**config.mk**
```make
export PLATFORM = sky130hd
export DESIGN_NAME = audio_xbar
export DESIGN_NICKNAME = d
export VERILOG_FILES = /design/src/rtl/axb_pkg.sv /design/src/rtl/axb_regfile.sv /design/src/rtl/axb_port_route.sv /design/src/rtl/axb_ctrl_route.sv /design/src/rtl/audio_xbar.sv
export SDC_FILE = /design/constraint.sdc
export NUM_CORES = 1
export LEC_CHECK = 0
export BUFFER_PORTS_ARGS = -buffer_cell sky130_fd_sc_hd__buf_4
export CAP_MARGIN = 20
export CORE_MARGIN = 4
export CORE_UTILIZATION = 56
export CTS_BUF_LIST = sky130_fd_sc_hd__clkbuf_8
export DETAILED_ROUTE_END_ITERATION = 7
export PLACE_DENSITY = 0.83
export SLEW_MARGIN = 10
export SYNTH_ARGS = -nofsm -noshare
export SYNTH_HDL_FRONTEND = slang
export SYNTH_SLANG_ARGS = --single-unit
```
**constraint.sdc**
```tcl
create_clock -name clk -period 2.5 [get_ports clk]
set_clock_uncertainty 0.15 [all_clocks]
set_input_delay 0.375 -clock clk [delete_from_list [all_inputs] [get_ports clk]]
set_output_delay 0.375 -clock clk [all_outputs]
set_load 0.02 [all_outputs]
```
**src/rtl/axb_pkg.sv**
```systemverilog
package axb_pkg;

  localparam int WORD_W     = 32;
  localparam int PSEL_W     = 5;   // port source code width
  localparam int CSEL_W     = 4;   // controller port-select width
  localparam int PEER_BASE  = 16;  // first peer-port code in a port register
  localparam int REG_STRIDE = 4;

  // fixed bit positions, decoded by software
  localparam int MS_BIT     = 31;
  localparam int D1_BIT     = 30;
  localparam int D2_BIT     = 29;
  localparam int CS_SD2_LSB = 28;
  localparam int CS_SD1_LSB = 24;
  localparam int CS_CLK_LSB = 0;

  typedef struct packed {
    logic bclk;
    logic fs;
    logic sd1;
    logic sd2;
  } lines_t;

  typedef struct packed {
    logic              master;
    logic              dir1;
    logic              dir2;
    logic [PSEL_W-1:0] src;
  } port_cfg_t;

  typedef struct packed {
    logic [CSEL_W-1:0] sd2_sel;
    logic [CSEL_W-1:0] sd1_sel;
    logic [CSEL_W-1:0] clk_sel;
  } ctrl_cfg_t;

endpackage

```
**src/rtl/axb_regfile.sv**
```systemverilog
module axb_regfile
  import axb_pkg::*;
#(
  parameter int N_PORT    = 5,
  parameter int N_CTRL    = 3,
  parameter int ADDR_W    = 8,
  parameter int PORT_BASE = 'h00,
  parameter int CTRL_BASE = 'h40
) (
  input  logic                    clk,
  input  logic                    rst_n,
  input  logic                    reg_wr,
  input  logic                    reg_rd,
  input  logic [ADDR_W-1:0]       reg_addr,
  input  logic [WORD_W-1:0]       reg_wdata,
  output logic [WORD_W-1:0]       reg_rdata,
  output port_cfg_t [N_PORT-1:0]  port_cfg,
  output ctrl_cfg_t [N_CTRL-1:0]  ctrl_cfg
);

  localparam int PORT_RSV_W = WORD_W - 3 - PSEL_W;
  localparam int CTRL_RSV_W = WORD_W - 3 * CSEL_W;

  logic [N_PORT-1:0] port_hit;
  logic [N_CTRL-1:0] ctrl_hit;
  logic              any_hit;

  port_cfg_t [N_PORT-1:0] port_q, port_nxt;
  ctrl_cfg_t [N_CTRL-1:0] ctrl_q, ctrl_nxt;
  logic [WORD_W-1:0]      rd_word;
  logic [WORD_W-1:0]      rdata_nxt;
  logic                   rdata_en;

  // address decode, one comparator per register
  for (genvar gp = 0; gp < N_PORT; gp++) begin : g_port_dec
    assign port_hit[gp] = (reg_addr == ADDR_W'(PORT_BASE + REG_STRIDE * gp));
  end
  for (genvar gc = 0; gc < N_CTRL; gc++) begin : g_ctrl_dec
    assign ctrl_hit[gc] = (reg_addr == ADDR_W'(CTRL_BASE + REG_STRIDE * gc));
  end
  assign any_hit = |{port_hit, ctrl_hit};

  // next state of configuration registers
  always_comb begin
    port_nxt = port_q;
    ctrl_nxt = ctrl_q;
    for (int i = 0; i < N_PORT; i++) begin
      if (reg_wr && port_hit[i]) begin
        port_nxt[i].master = reg_wdata[MS_BIT];
        port_nxt[i].dir1   = reg_wdata[D1_BIT];
        port_nxt[i].dir2   = reg_wdata[D2_BIT];
        port_nxt[i].src    = reg_wdata[PSEL_W-1:0];
      end
    end
    for (int j = 0; j < N_CTRL; j++) begin
      if (reg_wr && ctrl_hit[j]) begin
        ctrl_nxt[j].sd2_sel = reg_wdata[CS_SD2_LSB +: CSEL_W];
        ctrl_nxt[j].sd1_sel = reg_wdata[CS_SD1_LSB +: CSEL_W];
        ctrl_nxt[j].clk_sel = reg_wdata[CS_CLK_LSB +: CSEL_W];
      end
    end
  end

  // read mux: defined fields only, reserved bits zero
  always_comb begin
    rd_word = '0;
    for (int i = 0; i < N_PORT; i++) begin
      if (port_hit[i]) begin
        rd_word = rd_word | {port_q[i].master, port_q[i].dir1, port_q[i].dir2,
                             {PORT_RSV_W{1'b0}}, port_q[i].src};
      end
    end
    for (int j = 0; j < N_CTRL; j++) begin
      if (ctrl_hit[j]) begin
        rd_word = rd_word | {ctrl_q[j].sd2_sel, ctrl_q[j].sd1_sel,
                             {CTRL_RSV_W{1'b0}}, ctrl_q[j].clk_sel};
      end
    end
  end

  assign rdata_en  = reg_rd;
  assign rdata_nxt = rd_word;

  always_ff @(posedge clk or negedge rst_n) begin
    if (!rst_n) begin
      port_q <= '0;
      ctrl_q <= '0;
    end else begin
      port_q <= port_nxt;
      ctrl_q <= ctrl_nxt;
    end
  end

  always_ff @(posedge clk or negedge rst_n) begin
    if (!rst_n) begin
      reg_rdata <= '0;
    end else if (rdata_en) begin
      reg_rdata <= rdata_nxt;
    end
  end

  assign port_cfg = port_q;
  assign ctrl_cfg = ctrl_q;

  // no accepted write, no change to routing state
  a_r10_hold_without_write: assert property (@(posedge clk) disable iff (!rst_n)
    !reg_wr |=> ($stable(port_q) && $stable(ctrl_q)));

  // writes that miss every register leave state alone
  a_r3_miss_write_ignored: assert property (@(posedge clk) disable iff (!rst_n)
    (reg_wr && !any_hit) |=> ($stable(port_q) && $stable(ctrl_q)));

  // reads that miss return zero on the next cycle
  a_r3_miss_reads_zero: assert property (@(posedge clk) disable iff (!rst_n)
    (reg_rd && !any_hit) |=> (reg_rdata == '0));

  // read data holds without a read strobe
  a_r2_rdata_holds: assert property (@(posedge clk) disable iff (!rst_n)
    !reg_rd |=> $stable(reg_rdata));

endmodule

```
**src/rtl/axb_port_route.sv**
```systemverilog
module axb_port_route
  import axb_pkg::*;
#(
  parameter int N_PORT = 5,
  parameter int N_CTRL = 3
) (
  input  logic                   clk,
  input  logic                   rst_n,
  input  port_cfg_t [N_PORT-1:0] cfg,
  input  lines_t    [N_PORT-1:0] pin_in,
  input  lines_t    [N_CTRL-1:0] ctl_tx,
  output lines_t    [N_PORT-1:0] pin_out,
  output lines_t    [N_PORT-1:0] pin_oe
);

  for (genvar gp = 0; gp < N_PORT; gp++) begin : g_port
    lines_t sel_val;
    logic   sel_ok;

    always_comb begin
      sel_val = '0;
      sel_ok  = 1'b0;
      for (int c = 0; c < N_CTRL; c++) begin
        if (cfg[gp].src == PSEL_W'(c)) begin
          sel_val = ctl_tx[c];
          sel_ok  = 1'b1;
        end
      end
      for (int q = 0; q < N_PORT; q++) begin
        if (cfg[gp].src == PSEL_W'(PEER_BASE + q)) begin
          sel_val = pin_in[q];
          sel_ok  = 1'b1;
        end
      end
    end

    assign pin_out[gp] = sel_val;
    assign pin_oe[gp]  = sel_ok ? {cfg[gp].master, cfg[gp].master,
                                   cfg[gp].dir1, cfg[gp].dir2} : 4'b0000;

    // a data enable never rises without its direction bit
    a_r6_sd1_oe_needs_dir: assert property (@(posedge clk) disable iff (!rst_n)
      pin_oe[gp].sd1 |-> cfg[gp].dir1);
    a_r6_clk_oe_pair: assert property (@(posedge clk) disable iff (!rst_n)
      pin_oe[gp].bclk == pin_oe[gp].fs);

    // undefined codes leave the port silent
    a_r7_undefined_silent: assert property (@(posedge clk) disable iff (!rst_n)
      (cfg[gp].src >= PSEL_W'(N_CTRL) && cfg[gp].src < PSEL_W'(PEER_BASE))
        |-> (pin_oe[gp] == '0 && pin_out[gp] == '0));

    // code 0 carries the first controller's lines
    a_r4_first_ctrl: assert property (@(posedge clk) disable iff (!rst_n)
      (cfg[gp].src == '0) |-> (pin_out[gp] == ctl_tx[0]));

    // first peer code carries port 1's pins
    a_r5_first_peer: assert property (@(posedge clk) disable iff (!rst_n)
      (cfg[gp].src == PSEL_W'(PEER_BASE)) |-> (pin_out[gp] == pin_in[0]));
  end

endmodule

```
**src/rtl/axb_ctrl_route.sv**
```systemverilog
module axb_ctrl_route
  import axb_pkg::*;
#(
  parameter int N_PORT = 5,
  parameter int N_CTRL = 3
) (
  input  logic                   clk,
  input  logic                   rst_n,
  input  ctrl_cfg_t [N_CTRL-1:0] cfg,
  input  lines_t    [N_PORT-1:0] pin_in,
  output lines_t    [N_CTRL-1:0] ctl_rx
);

  for (genvar gc = 0; gc < N_CTRL; gc++) begin : g_ctrl
    lines_t sel_val;

    always_comb begin
      sel_val = '0;
      for (int q = 0; q < N_PORT; q++) begin
        if (cfg[gc].clk_sel == CSEL_W'(q)) begin
          sel_val.bclk = pin_in[q].bclk;
          sel_val.fs   = pin_in[q].fs;
        end
        if (cfg[gc].sd1_sel == CSEL_W'(q)) begin
          sel_val.sd1 = pin_in[q].sd1;
        end
        if (cfg[gc].sd2_sel == CSEL_W'(q)) begin
          sel_val.sd2 = pin_in[q].sd2;
        end
      end
    end

    assign ctl_rx[gc] = sel_val;

    // an out-of-range clock select starves the controller's clock and frame
    a_r8_clk_sel_undefined: assert property (@(posedge clk) disable iff (!rst_n)
      (cfg[gc].clk_sel >= CSEL_W'(N_PORT)) |-> (!ctl_rx[gc].bclk && !ctl_rx[gc].fs));

    // data line 2 follows the selected port when in range
    a_r8_sd2_follows: assert property (@(posedge clk) disable iff (!rst_n)
      (cfg[gc].sd2_sel == '0) |-> (ctl_rx[gc].sd2 == pin_in[0].sd2));
  end

endmodule

```
**src/rtl/audio_xbar.sv**
```systemverilog
module audio_xbar
  import axb_pkg::*;
#(
  parameter int N_PORT    = 5,
  parameter int N_CTRL    = 3,
  parameter int ADDR_W    = 8,
  parameter int PORT_BASE = 'h00,
  parameter int CTRL_BASE = 'h40
) (
  input  logic              clk,
  input  logic              rst_n,
  input  logic              reg_wr,
  input  logic              reg_rd,
  input  logic [ADDR_W-1:0] reg_addr,
  input  logic [31:0]       reg_wdata,
  output logic [31:0]       reg_rdata,
  input  logic [N_PORT-1:0] pin_bclk_i,
  output logic [N_PORT-1:0] pin_bclk_o,
  output logic [N_PORT-1:0] pin_bclk_oe,
  input  logic [N_PORT-1:0] pin_fs_i,
  output logic [N_PORT-1:0] pin_fs_o,
  output logic [N_PORT-1:0] pin_fs_oe,
  input  logic [N_PORT-1:0] pin_sd1_i,
  output logic [N_PORT-1:0] pin_sd1_o,
  output logic [N_PORT-1:0] pin_sd1_oe,
  input  logic [N_PORT-1:0] pin_sd2_i,
  output logic [N_PORT-1:0] pin_sd2_o,
  output logic [N_PORT-1:0] pin_sd2_oe,
  input  logic [N_CTRL-1:0] ctl_bclk_tx,
  input  logic [N_CTRL-1:0] ctl_fs_tx,
  input  logic [N_CTRL-1:0] ctl_sd1_tx,
  input  logic [N_CTRL-1:0] ctl_sd2_tx,
  output logic [N_CTRL-1:0] ctl_bclk_rx,
  output logic [N_CTRL-1:0] ctl_fs_rx,
  output logic [N_CTRL-1:0] ctl_sd1_rx,
  output logic [N_CTRL-1:0] ctl_sd2_rx
);

  port_cfg_t [N_PORT-1:0] port_cfg;
  ctrl_cfg_t [N_CTRL-1:0] ctrl_cfg;
  lines_t    [N_PORT-1:0] pin_in, pin_out, pin_oe;
  lines_t    [N_CTRL-1:0] ctl_tx, ctl_rx;

  for (genvar gp = 0; gp < N_PORT; gp++) begin : g_pin_pack
    assign pin_in[gp]      = {pin_bclk_i[gp], pin_fs_i[gp], pin_sd1_i[gp], pin_sd2_i[gp]};
    assign pin_bclk_o[gp]  = pin_out[gp].bclk;
    assign pin_fs_o[gp]    = pin_out[gp].fs;
    assign pin_sd1_o[gp]   = pin_out[gp].sd1;
    assign pin_sd2_o[gp]   = pin_out[gp].sd2;
    assign pin_bclk_oe[gp] = pin_oe[gp].bclk;
    assign pin_fs_oe[gp]   = pin_oe[gp].fs;
    assign pin_sd1_oe[gp]  = pin_oe[gp].sd1;
    assign pin_sd2_oe[gp]  = pin_oe[gp].sd2;
  end

  for (genvar gc = 0; gc < N_CTRL; gc++) begin : g_ctl_pack
    assign ctl_tx[gc]      = {ctl_bclk_tx[gc], ctl_fs_tx[gc], ctl_sd1_tx[gc], ctl_sd2_tx[gc]};
    assign ctl_bclk_rx[gc] = ctl_rx[gc].bclk;
    assign ctl_fs_rx[gc]   = ctl_rx[gc].fs;
    assign ctl_sd1_rx[gc]  = ctl_rx[gc].sd1;
    assign ctl_sd2_rx[gc]  = ctl_rx[gc].sd2;
  end

  axb_regfile #(
    .N_PORT(N_PORT), .N_CTRL(N_CTRL), .ADDR_W(ADDR_W),
    .PORT_BASE(PORT_BASE), .CTRL_BASE(CTRL_BASE)
  ) u_regs (
    .clk(clk), .rst_n(rst_n),
    .reg_wr(reg_wr), .reg_rd(reg_rd), .reg_addr(reg_addr),
    .reg_wdata(reg_wdata), .reg_rdata(reg_rdata),
    .port_cfg(port_cfg), .ctrl_cfg(ctrl_cfg)
  );

  axb_port_route #(.N_PORT(N_PORT), .N_CTRL(N_CTRL)) u_port_route (
    .clk(clk), .rst_n(rst_n),
    .cfg(port_cfg), .pin_in(pin_in), .ctl_tx(ctl_tx),
    .pin_out(pin_out), .pin_oe(pin_oe)
  );

  axb_ctrl_route #(.N_PORT(N_PORT), .N_CTRL(N_CTRL)) u_ctrl_route (
    .clk(clk), .rst_n(rst_n),
    .cfg(ctrl_cfg), .pin_in(pin_in), .ctl_rx(ctl_rx)
  );

  // while reset is applied every output enable is low
  a_r1_reset_quiet: assert property (@(posedge clk)
    !rst_n |=> (!rst_n -> (pin_bclk_oe == '0 && pin_sd1_oe == '0 && pin_sd2_oe == '0)));

endmodule

```
After elaboration in Yosys (flattened, before gate mapping)
Cells that the tools add are included.
W data, S select, Z words.
- register bits: 108
- bits of input ports: 76
- output and inout port bits: 84
- word-level logic and storage cells: 276
- equal/unequal tests: 78
- multiplexer cells: 138
- bitwise operators: 7
- reductions and logical operators: 23
- operators by type and width (operator ; number):
    $mux W32 ; 8
    $or A32 B32 Y32 ; 7
    $mux W4 ; 45
    $eq A5 B5 Y1 const B ; 25
    $eq A4 B2 Y1 const B ; 18
    $mux W1 ; 70
    $eq A4 B1 Y1 const B ; 9
    $eq A4 B3 Y1 const B ; 9
    $logic_not A4 Y1 ; 9
    $mux W2 ; 15
    $eq A5 B1 Y1 const B ; 5
    $eq A5 B2 Y1 const B ; 5
    $logic_not A5 Y1 ; 5
    $eq A8 B7 Y1 const B ; 3
    $eq A8 B4 Y1 const B ; 2
    $eq A8 B3 Y1 const B ; 1
    $eq A8 B5 Y1 const B ; 1
    $logic_and A1 B1 Y1 ; 8
    $logic_not A8 Y1 ; 1

Longest topological paths before layout
Gate-level depths: netlist of the first run.
- depth after elaboration: 16
- depth in mapped cells: 7
- mapped depth without buffers: 4

Hierarchy
From an unflattened synthesis of the first run, not the netlist that was laid out.
- cells, all modules: 734
- area, all modules: 6907.9 µm²
- by module, submodules not included (module ; times used ; cells each ; area each (µm²) ; sequential area each (µm²)):
    axb_regfile ; 1 ; 327 ; 4169.0 ; 2227.1
    axb_port_route ; 1 ; 321 ; 2104.5 ; 0.0
    axb_ctrl_route ; 1 ; 86 ; 634.4 ; 0.0

Least setup slack after synthesis of the first run
No wires, ideal clock.
- kind: register to output
- start point: register u_regs.port_q (netlist bit u_regs.port_cfg[1])
- end point: output port pin_fs_oe[0]
- arrival time: 1.738 ns
- required time: 1.975 ns
- setup slack: 0.237 ns
- cell stages (with the launch flop): 8
- buffers on the path: 3
- cell sequence: dfrtp_1 -> clkbuf_1 -> clkbuf_1 -> nand2b_1 -> a21oi_1 -> o21bai_1 -> nor2_1 -> buf_4
- word-level cells in the longest chain between the ends: 10
- elaborated cells on any way between the ends: 17
- classes of those cells: eq/ne: 7; mux: 9; reduce/logical: 1
- RTL lines (element ; line ; source):
    from (decl) ; axb_regfile.sv:28 ; port_cfg_t [N_PORT-1:0] port_q, port_nxt;
    from (signal assigned) ; axb_regfile.sv:89 ; port_q <= port_nxt;
    $logic_not A5 Y1 ; axb_port_route.sv:24 ; if (cfg[gp].src == PSEL_W'(c)) begin
    $mux W1 (3 in series) ; axb_port_route.sv:24 ;
    $mux W1 (4 in series) ; axb_port_route.sv:30 ; if (cfg[gp].src == PSEL_W'(PEER_BASE + q)) begin
    $mux W1 * ; axb_port_route.sv:30 ;
    $mux W4 * ; axb_port_route.sv:38 ; assign pin_oe[gp] = sel_ok ? {cfg[gp].master, cfg[gp].master,
    to (decl) ; audio_xbar.sv:22 ; output logic [N_PORT-1:0] pin_fs_oe,
Mark *: on every way between the ends. The rest lies on a longest branch, timed or not.

Worst setup path in the final report of the first run
- start point: register u_regs.port_q (netlist bit u_regs.port_cfg[32])
- end point: output port pin_bclk_o[4]
- word-level cells in the longest chain between the ends: 9
- elaborated cells on any way between the ends: 16
- classes of those cells: eq/ne: 7; mux: 8; reduce/logical: 1
- RTL lines (element ; line ; source):
    $logic_not A5 Y1 ; axb_port_route.sv:24 ;
    $mux W4 (3 in series) ; axb_port_route.sv:24 ;
    $mux W4 (4 in series) ; axb_port_route.sv:30 ;
    $mux W4 * ; axb_port_route.sv:30 ;
    to (decl) ; audio_xbar.sv:18 ; output logic [N_PORT-1:0] pin_bclk_o,
Marks and branches as above.

==> results.json, run 1 <==
{
  "grt_pass1_vias": 6390,
  "dp.cells": 948,
  "ys_seq_area_frac": 0.328,
  "critPathKind": "flip-flop to primary output",
  "grt_usage": 0.317,
  "core-area_um2": 11600,
  "clkSinkCount": 89,
  "path_max_fanout": 8,
  "die_w_um": 118,
  "cts.path.max_buffers": 2,
  "synth_edf_count": 0,
  "viasPerCell": 6.64,
  "path_clk_slew_ns": 0.10,
  "layout_setup_ws_ns": -0.0368,
  "cp.arrival_ns": 2.01,
  "tightest_slew_ns": 0.617,
  "grt_pass1_wl_um": 35100,
  "synth-async-reset-ratio": 1.00,
  "drt-initial-drc-count": 776,
  "fill_cells": 865,
  "synth_cells": 716,
  "syn_to_final_growth_pct": 22.6,
  "p_per_area_nw_per_um2": 448,
  "swShare": 0.355,
  "final_util": 0.716,
  "syn_area_per_cell_um2": 9.47,
  "clock-root-buffer": "clkbuf_8",
  "h-tree-depth": 3,
  "drive_gt1_frac": 0.413,
  "slew_headroom": 0.586,
  "status": "complete, but fails checks",
  "die_h_um": 118,
  "via_count": 6627,
  "worst_skew_pair.late_latency_ns": 0.37,
  "pwr-share-seq": 0.432,
  "grt.overflow.total": 0,
  "max_freq_mhz": 394,
  "violations": "negative setup slack",
  "rows": 39,
  "numCtsBuffers": 9,
  "setup_viol": 1,
  "ys_warn_count": 0,
  "worst_hold_slack_ns": 0.0990,
  "p_comb_frac": 0.319,
  "tritoncts": "yes",
  "end_kind": "primary output",
  "start_util": 0.584,
  "stdcell_count": 998,
  "max-vdd-ir-drop_uv": 433,
  "dr.pass1.iters": 5,
  "wl_per_cell_um": 23.3,
  "io_pins": 160,
  "hold_viol": 0,
  "io_buffers": 121,
  "gp_congestion": 1.05,
  "p_int_mw": 2.40,
  "grt_start_max_net_pins": 47,
  "synth-main-ff-cell": "dfrtp_1",
  "period_minus_slack_ns": 2.54,
  "p_sw_mw": 1.32,
  "slew_viol_final": 0,
  "antenna_found_initial": 0,
  "syn_area_um2": 6780,
  "ant_nets": 0,
  "rsz0062_at_grt": "true",
  "diodes": 0,
  "finalCritPeriodShare": 1.01,
  "start_kind": "flip-flop",
  "pwr-share-clk": 0.250,
  "required_ns": 1.98,
  "yosysUniqueCellTypes": 58,
  "cap_violations": 0,
  "dpl.hpwl_um": 16400,
  "dp_worst_setup_slack_ns": 0.159,
  "dieArea_um2": 13900,
  "p_leak_nw": 3.68,
  "drcViolationCount": 0,
  "hold_path_class": "primary input to flip-flop",
  "final_nets": 926,
  "yosys_register_bits": 89,
  "wl_um": 23300
}
==> placed cells by master, fill, tap and decap left out, drive strengths merged, types with 21 or more instances in the layout <==
cell type	Yosys	layout
nand2	34	34
buf	34	176
inv	31	34
mux2	92	92
o21ai	45	45
a22oi	24	24
dfrtp	89	89
mux2i	31	31
a21oi	33	33
nor2	60	60
nor2b	21	21
==> synth_stat cells (5+ instances only) <==
library cell	number	area (um2)
a21oi_1	33	165
a22oi_1	24	180
a31o_2	10	87.6
a31oi_1	15	93.8
a32o_1	8	80.1
and2_1	7	43.8
buf_2	5	25.0
buf_4	26	195
clkbuf_1	38	143
dfrtp_1	89	2230
inv_1	31	116
mux2_2	92	1040
mux2i_1	31	310
mux4_2	15	338
nand2_1	34	128
nand2b_1	13	81.3
nand3_1	5	25.0
nand3b_1	12	90.1
nor2_1	60	225
nor2b_1	21	131
o211ai_1	5	37.5
o21ai_0	45	225
o22ai_1	13	81.3
o2bb2ai_1	7	61.3
==> worst paths after layout <==
check                                                  from                               end  depth (start not counted)  slack (ns)
setup / recovery            u_regs.port_cfg[32]$_DFFE_PN0P_                     pin_bclk_o[4]                          5       -0.04
hold / removal                                reg_wdata[28]   u_regs.ctrl_cfg[20]$_DFFE_PN0P_                          2         0.1
setup reg to reg             u_regs.port_cfg[1]$_DFFE_PN0P_   u_regs.reg_rdata[1]$_DFFE_PN0P_                          5        0.70
hold reg to reg            u_regs.reg_rdata[27]$_DFFE_PN0P_  u_regs.reg_rdata[27]$_DFFE_PN0P_                          2        0.38
max in group asynchronous                             rst_n   u_regs.port_cfg[24]$_DFFE_PN0P_                          3        1.12
min in group asynchronous                             rst_n   u_regs.ctrl_cfg[16]$_DFFE_PN0P_                          2        0.39
==> what timing repair did <==
action	in CTS	in global routing
pin swaps	2	10
endpoints found under the setup margin	22	30
resized for setup	12	45
hold buffers	1	0
hold endpoints to repair	45	0
buffers inserted	5	28
==> sequential cells by signal, indices dropped and copies added (netlist names) <==
name	flops
u_regs.port_cfg	40
u_regs.ctrl_cfg	36
u_regs.reg_rdata	13
==> cells by family after synthesis <==
kind of cell | share of synthesized area
other | 0.000553
DFF | 0.328
muxes | 0.248
and+or+nand+nor | 0.156
AOI/OAI and AO/OA | 0.194
buffers and inverters | 0.0723
==> worst max-delay path: stages, from the launching register on <==
cell and delay [ns]:
dfrtp_2 0.49, mux2_4 0.32, a221oi_1 0.25, a2111oi_1 0.10, a221o_1 0.31, buf_4 0.17
==> metrics by stage <==
step,total power [mW],TNS [ns],cell area (um2)
after detailed placement,2.72,0,7740
after global routing,3.88,-0.435,8320
final,3.72,-0.0368,8320
after global placement,2.70,0,7740
after CTS,3.64,-0.0522,7990
after floorplan,2.25,0,6850
==> cell type report <==
cell class,instances,area (um2),share of cell area
repair buffers,177,1360,0.163
clock buffers,9,124,0.0149
multi-input cells,542,4240,0.509
well taps,143,179,0.0215
clock inverters,7,52.6,0.00632
flip-flops and latches,89,2250,0.270
inverters,31,116,0.0140
==> power groups by stage <==
stage / clock network [mW] / registers, mW / logic, mW
finish: 0.929 / 1.61 / 1.19
CTS: 0.935 / 1.61 / 1.10
floorplan: 0 / 1.60 / 0.653
global route: 1.01 / 1.62 / 1.26
detailed placement: 0 / 1.64 / 1.08
global placement: 0 / 1.63 / 1.06
==> metal layers <==
layer	routed length, um	track usage	vias up
met5	0	0	-
met4	1400	0.152	0
met3	2450	0.0841	128
met2	10800	0.510	437
met1	8640	0.397	3172
li1	-	-	2890
No activity file was read; power rests on OpenSTA's default activity.
==> run 2, diff against run 1 <==
SKIP_LAST_GASP = 1   (was unset)
==> results.json, run 2 (same netlist as run 1, synthesis figures left out) <==
{
  "core-area_um2": 11600,
  "tritoncts": "yes",
  "final_cell_mix": "buf_4 (169), mux2_2 (91), dfrtp_1 (71)",
  "dieArea_um2": 13900,
  "end_kind": "primary output",
  "multi_input_area_um2": 4230,
  "tightest_slew_ns": 0.611,
  "fill_cells": 868,
  "drt-initial-drc-count": 746,
  "max_stage_delay_ns": 0.50,
  "grt_pass1_vias": 6390,
  "r2r-end": "u_regs.reg_rdata[1]$_DFFE_PN0P_",
  "cp_slowest_cell": "dfrtp_2",
  "hold_path_class": "primary input to flip-flop",
  "path_max_fanout": 8,
  "drive_gt1_frac": 0.409,
  "max_freq_mhz": 394,
  "slew_headroom": 0.590,
  "layout_setup_ws_ns": -0.0379,
  "wl_um": 23200,
  "via_count": 6600,
  "syn_to_final_growth_pct": 22.5,
  "diodes": 0,
  "p_leak_nw": 3.68,
  "violations": "negative setup slack",
  "cap_violations": 0,
  "tns_ns": -0.0379,
  "ant_nets": 0,
  "numCtsBuffers": 9,
  "path_clk_slew_ns": 0.10,
  "rows": 39,
  "hp-start": "reg_wdata[28]",
  "setup_viol": 1,
  "required_ns": 1.98,
  "max-vdd-ir-drop_uv": 435,
  "slew_viol_final": 0,
  "final_nets": 926,
  "cts.path.max_buffers": 2,
  "grt_usage": 0.317,
  "final_area_um2": 8310,
  "r2r_slack_ns": 0.70,
  "status": "complete, but fails checks",
  "regToRegStartpoint": "u_regs.port_cfg[1]$_DFFE_PN0P_",
  "drcViolationCount": 0,
  "hold_viol": 0,
  "grt_pass1_wl_um": 35100,
  "clock-root-buffer": "clkbuf_8",
  "viasPerCell": 6.61,
  "dp_worst_setup_slack_ns": 0.159,
  "period_minus_slack_ns": 2.54,
  "worst_skew_pair.late_latency_ns": 0.37,
  "die_w_um": 118,
  "die_h_um": 118,
  "dpl.hpwl_um": 16400,
  "antenna_found_initial": 0,
  "placed_area_um2": 7740,
  "holdPathStages": 2,
  "grt.overflow.total": 0,
  "rsz0062_at_grt": "true",
  "clkSinkCount": 89,
  "h-tree-depth": 3,
  "dr.pass1.iters": 6,
  "gp_congestion": 1.05,
  "finalCritPeriodShare": 1.02,
  "whs_endpoint": "u_regs.ctrl_cfg[20]$_DFFE_PN0P_",
  "ff_latch_area_um2": 2250,
  "p_per_area_nw_per_um2": 448,
  "layout_commonest_cell": "buf_4",
  "start_util": 0.584,
  "cp_top_family": "compound AO/OA/AOI/OAI gates",
  "r2r_cells": 5,
  "path_buf_inv": 1,
  "io_pins": 160,
  "start_kind": "flip-flop",
  "crit_chain": "mux2_4 > a221oi_1 > a2111oi_1 > a221o_1 > buf_4",
  "cp.arrival_ns": 2.01,
  "wl_per_cell_um": 23.3,
  "largest_register_ffs": 40,
  "critPathKind": "flip-flop to primary output",
  "io_buffers": 121,
  "grt_start_max_net_pins": 47
}
-- run 2: cell count changes in the layout (fill, tap and decap cells not counted) --
cell / change
a21oi_1: +1
a21oi_2: -1
nor2b_1: +1
nor2b_2: -1
o22ai_1: +1
o22ai_2: -1
-- run 2: power by group --
part           switching, mW  total, mW  internal, mW
clock network          0.562      0.932         0.370
logic                  0.663       1.19         0.523
registers             0.0992       1.61          1.51
total                   1.32       3.73          2.40
-- run 2: worst max-delay path by stage --
stage / start / endpoint / slack, ns / cells past startpoint
final: u_regs.port_cfg[32]$_DFFE_PN0P_ / pin_bclk_o[4] / -0.04 / 5
after global routing: u_regs.port_cfg[10]$_DFFE_PN0P_ / pin_fs_o[1] / -0.07 / 5
after detailed placement: u_regs.port_cfg[32]$_DFFE_PN0P_ / pin_bclk_o[4] / 0.16 / 5
after CTS: u_regs.port_cfg[32]$_DFFE_PN0P_ / pin_bclk_o[4] / -0.05 / 5
after global placement: u_regs.port_cfg[1]$_DFFE_PN0P_ / pin_fs_o[0] / 0.24 / 5
after floorplan: u_regs.port_cfg[1]$_DFFE_PN0P_ / pin_fs_oe[0] / 0.24 / 7
-- run 2: area by class of cell --
type,count,area share
Clock buffer,9,0.0149
Clock inverter,7,0.00633
Inverter,31,0.0140
Multi-Input combinational cell,542,0.509
Sequential cell,89,0.271
Tap cell,143,0.0215
Timing Repair Buffer,177,0.164
-- run 2: worst reg2reg max path, cell delays in order (launching register included) --
cell and delay [ns]:
dfrtp_2 0.45, buf_2 0.18, buf_4 0.14, mux4_2 0.44, a22oi_1 0.21, a31oi_1 0.12
-- run 2: timing repair --
item / in CTS / in global routing
setup buffers: 5 / 28
setup endpoints to repair: 22 / 30
hold endpoints to repair: 45 / 0
gates resized for setup: 12 / 42
pin swaps: 2 / 9
hold buffers: 1 / 0
-- run 2: metal layers --
layer,global-route usage,routed length [um]
met5,0,0
met1,0.397,8720
met3,0.0841,2350
met2,0.510,10800
met4,0.152,1420
-- run 2: stage by stage --
| stage | std cells | util | hold slack, ns | total power [mW] |
|---|---|---|---|---|
| after floorplan | 734 | - | -0.0706 | 2.25 |
| after global placement | 948 | 0.667 | 0.257 | 2.70 |
| after detailed placement | 948 | 0.667 | 0.270 | 2.72 |
| after CTS | 970 | 0.688 | 0.0901 | 3.64 |
| after global routing | 998 | 0.715 | 0.0849 | 3.88 |
| final | 998 | 0.715 | 0.100 | 3.73 |
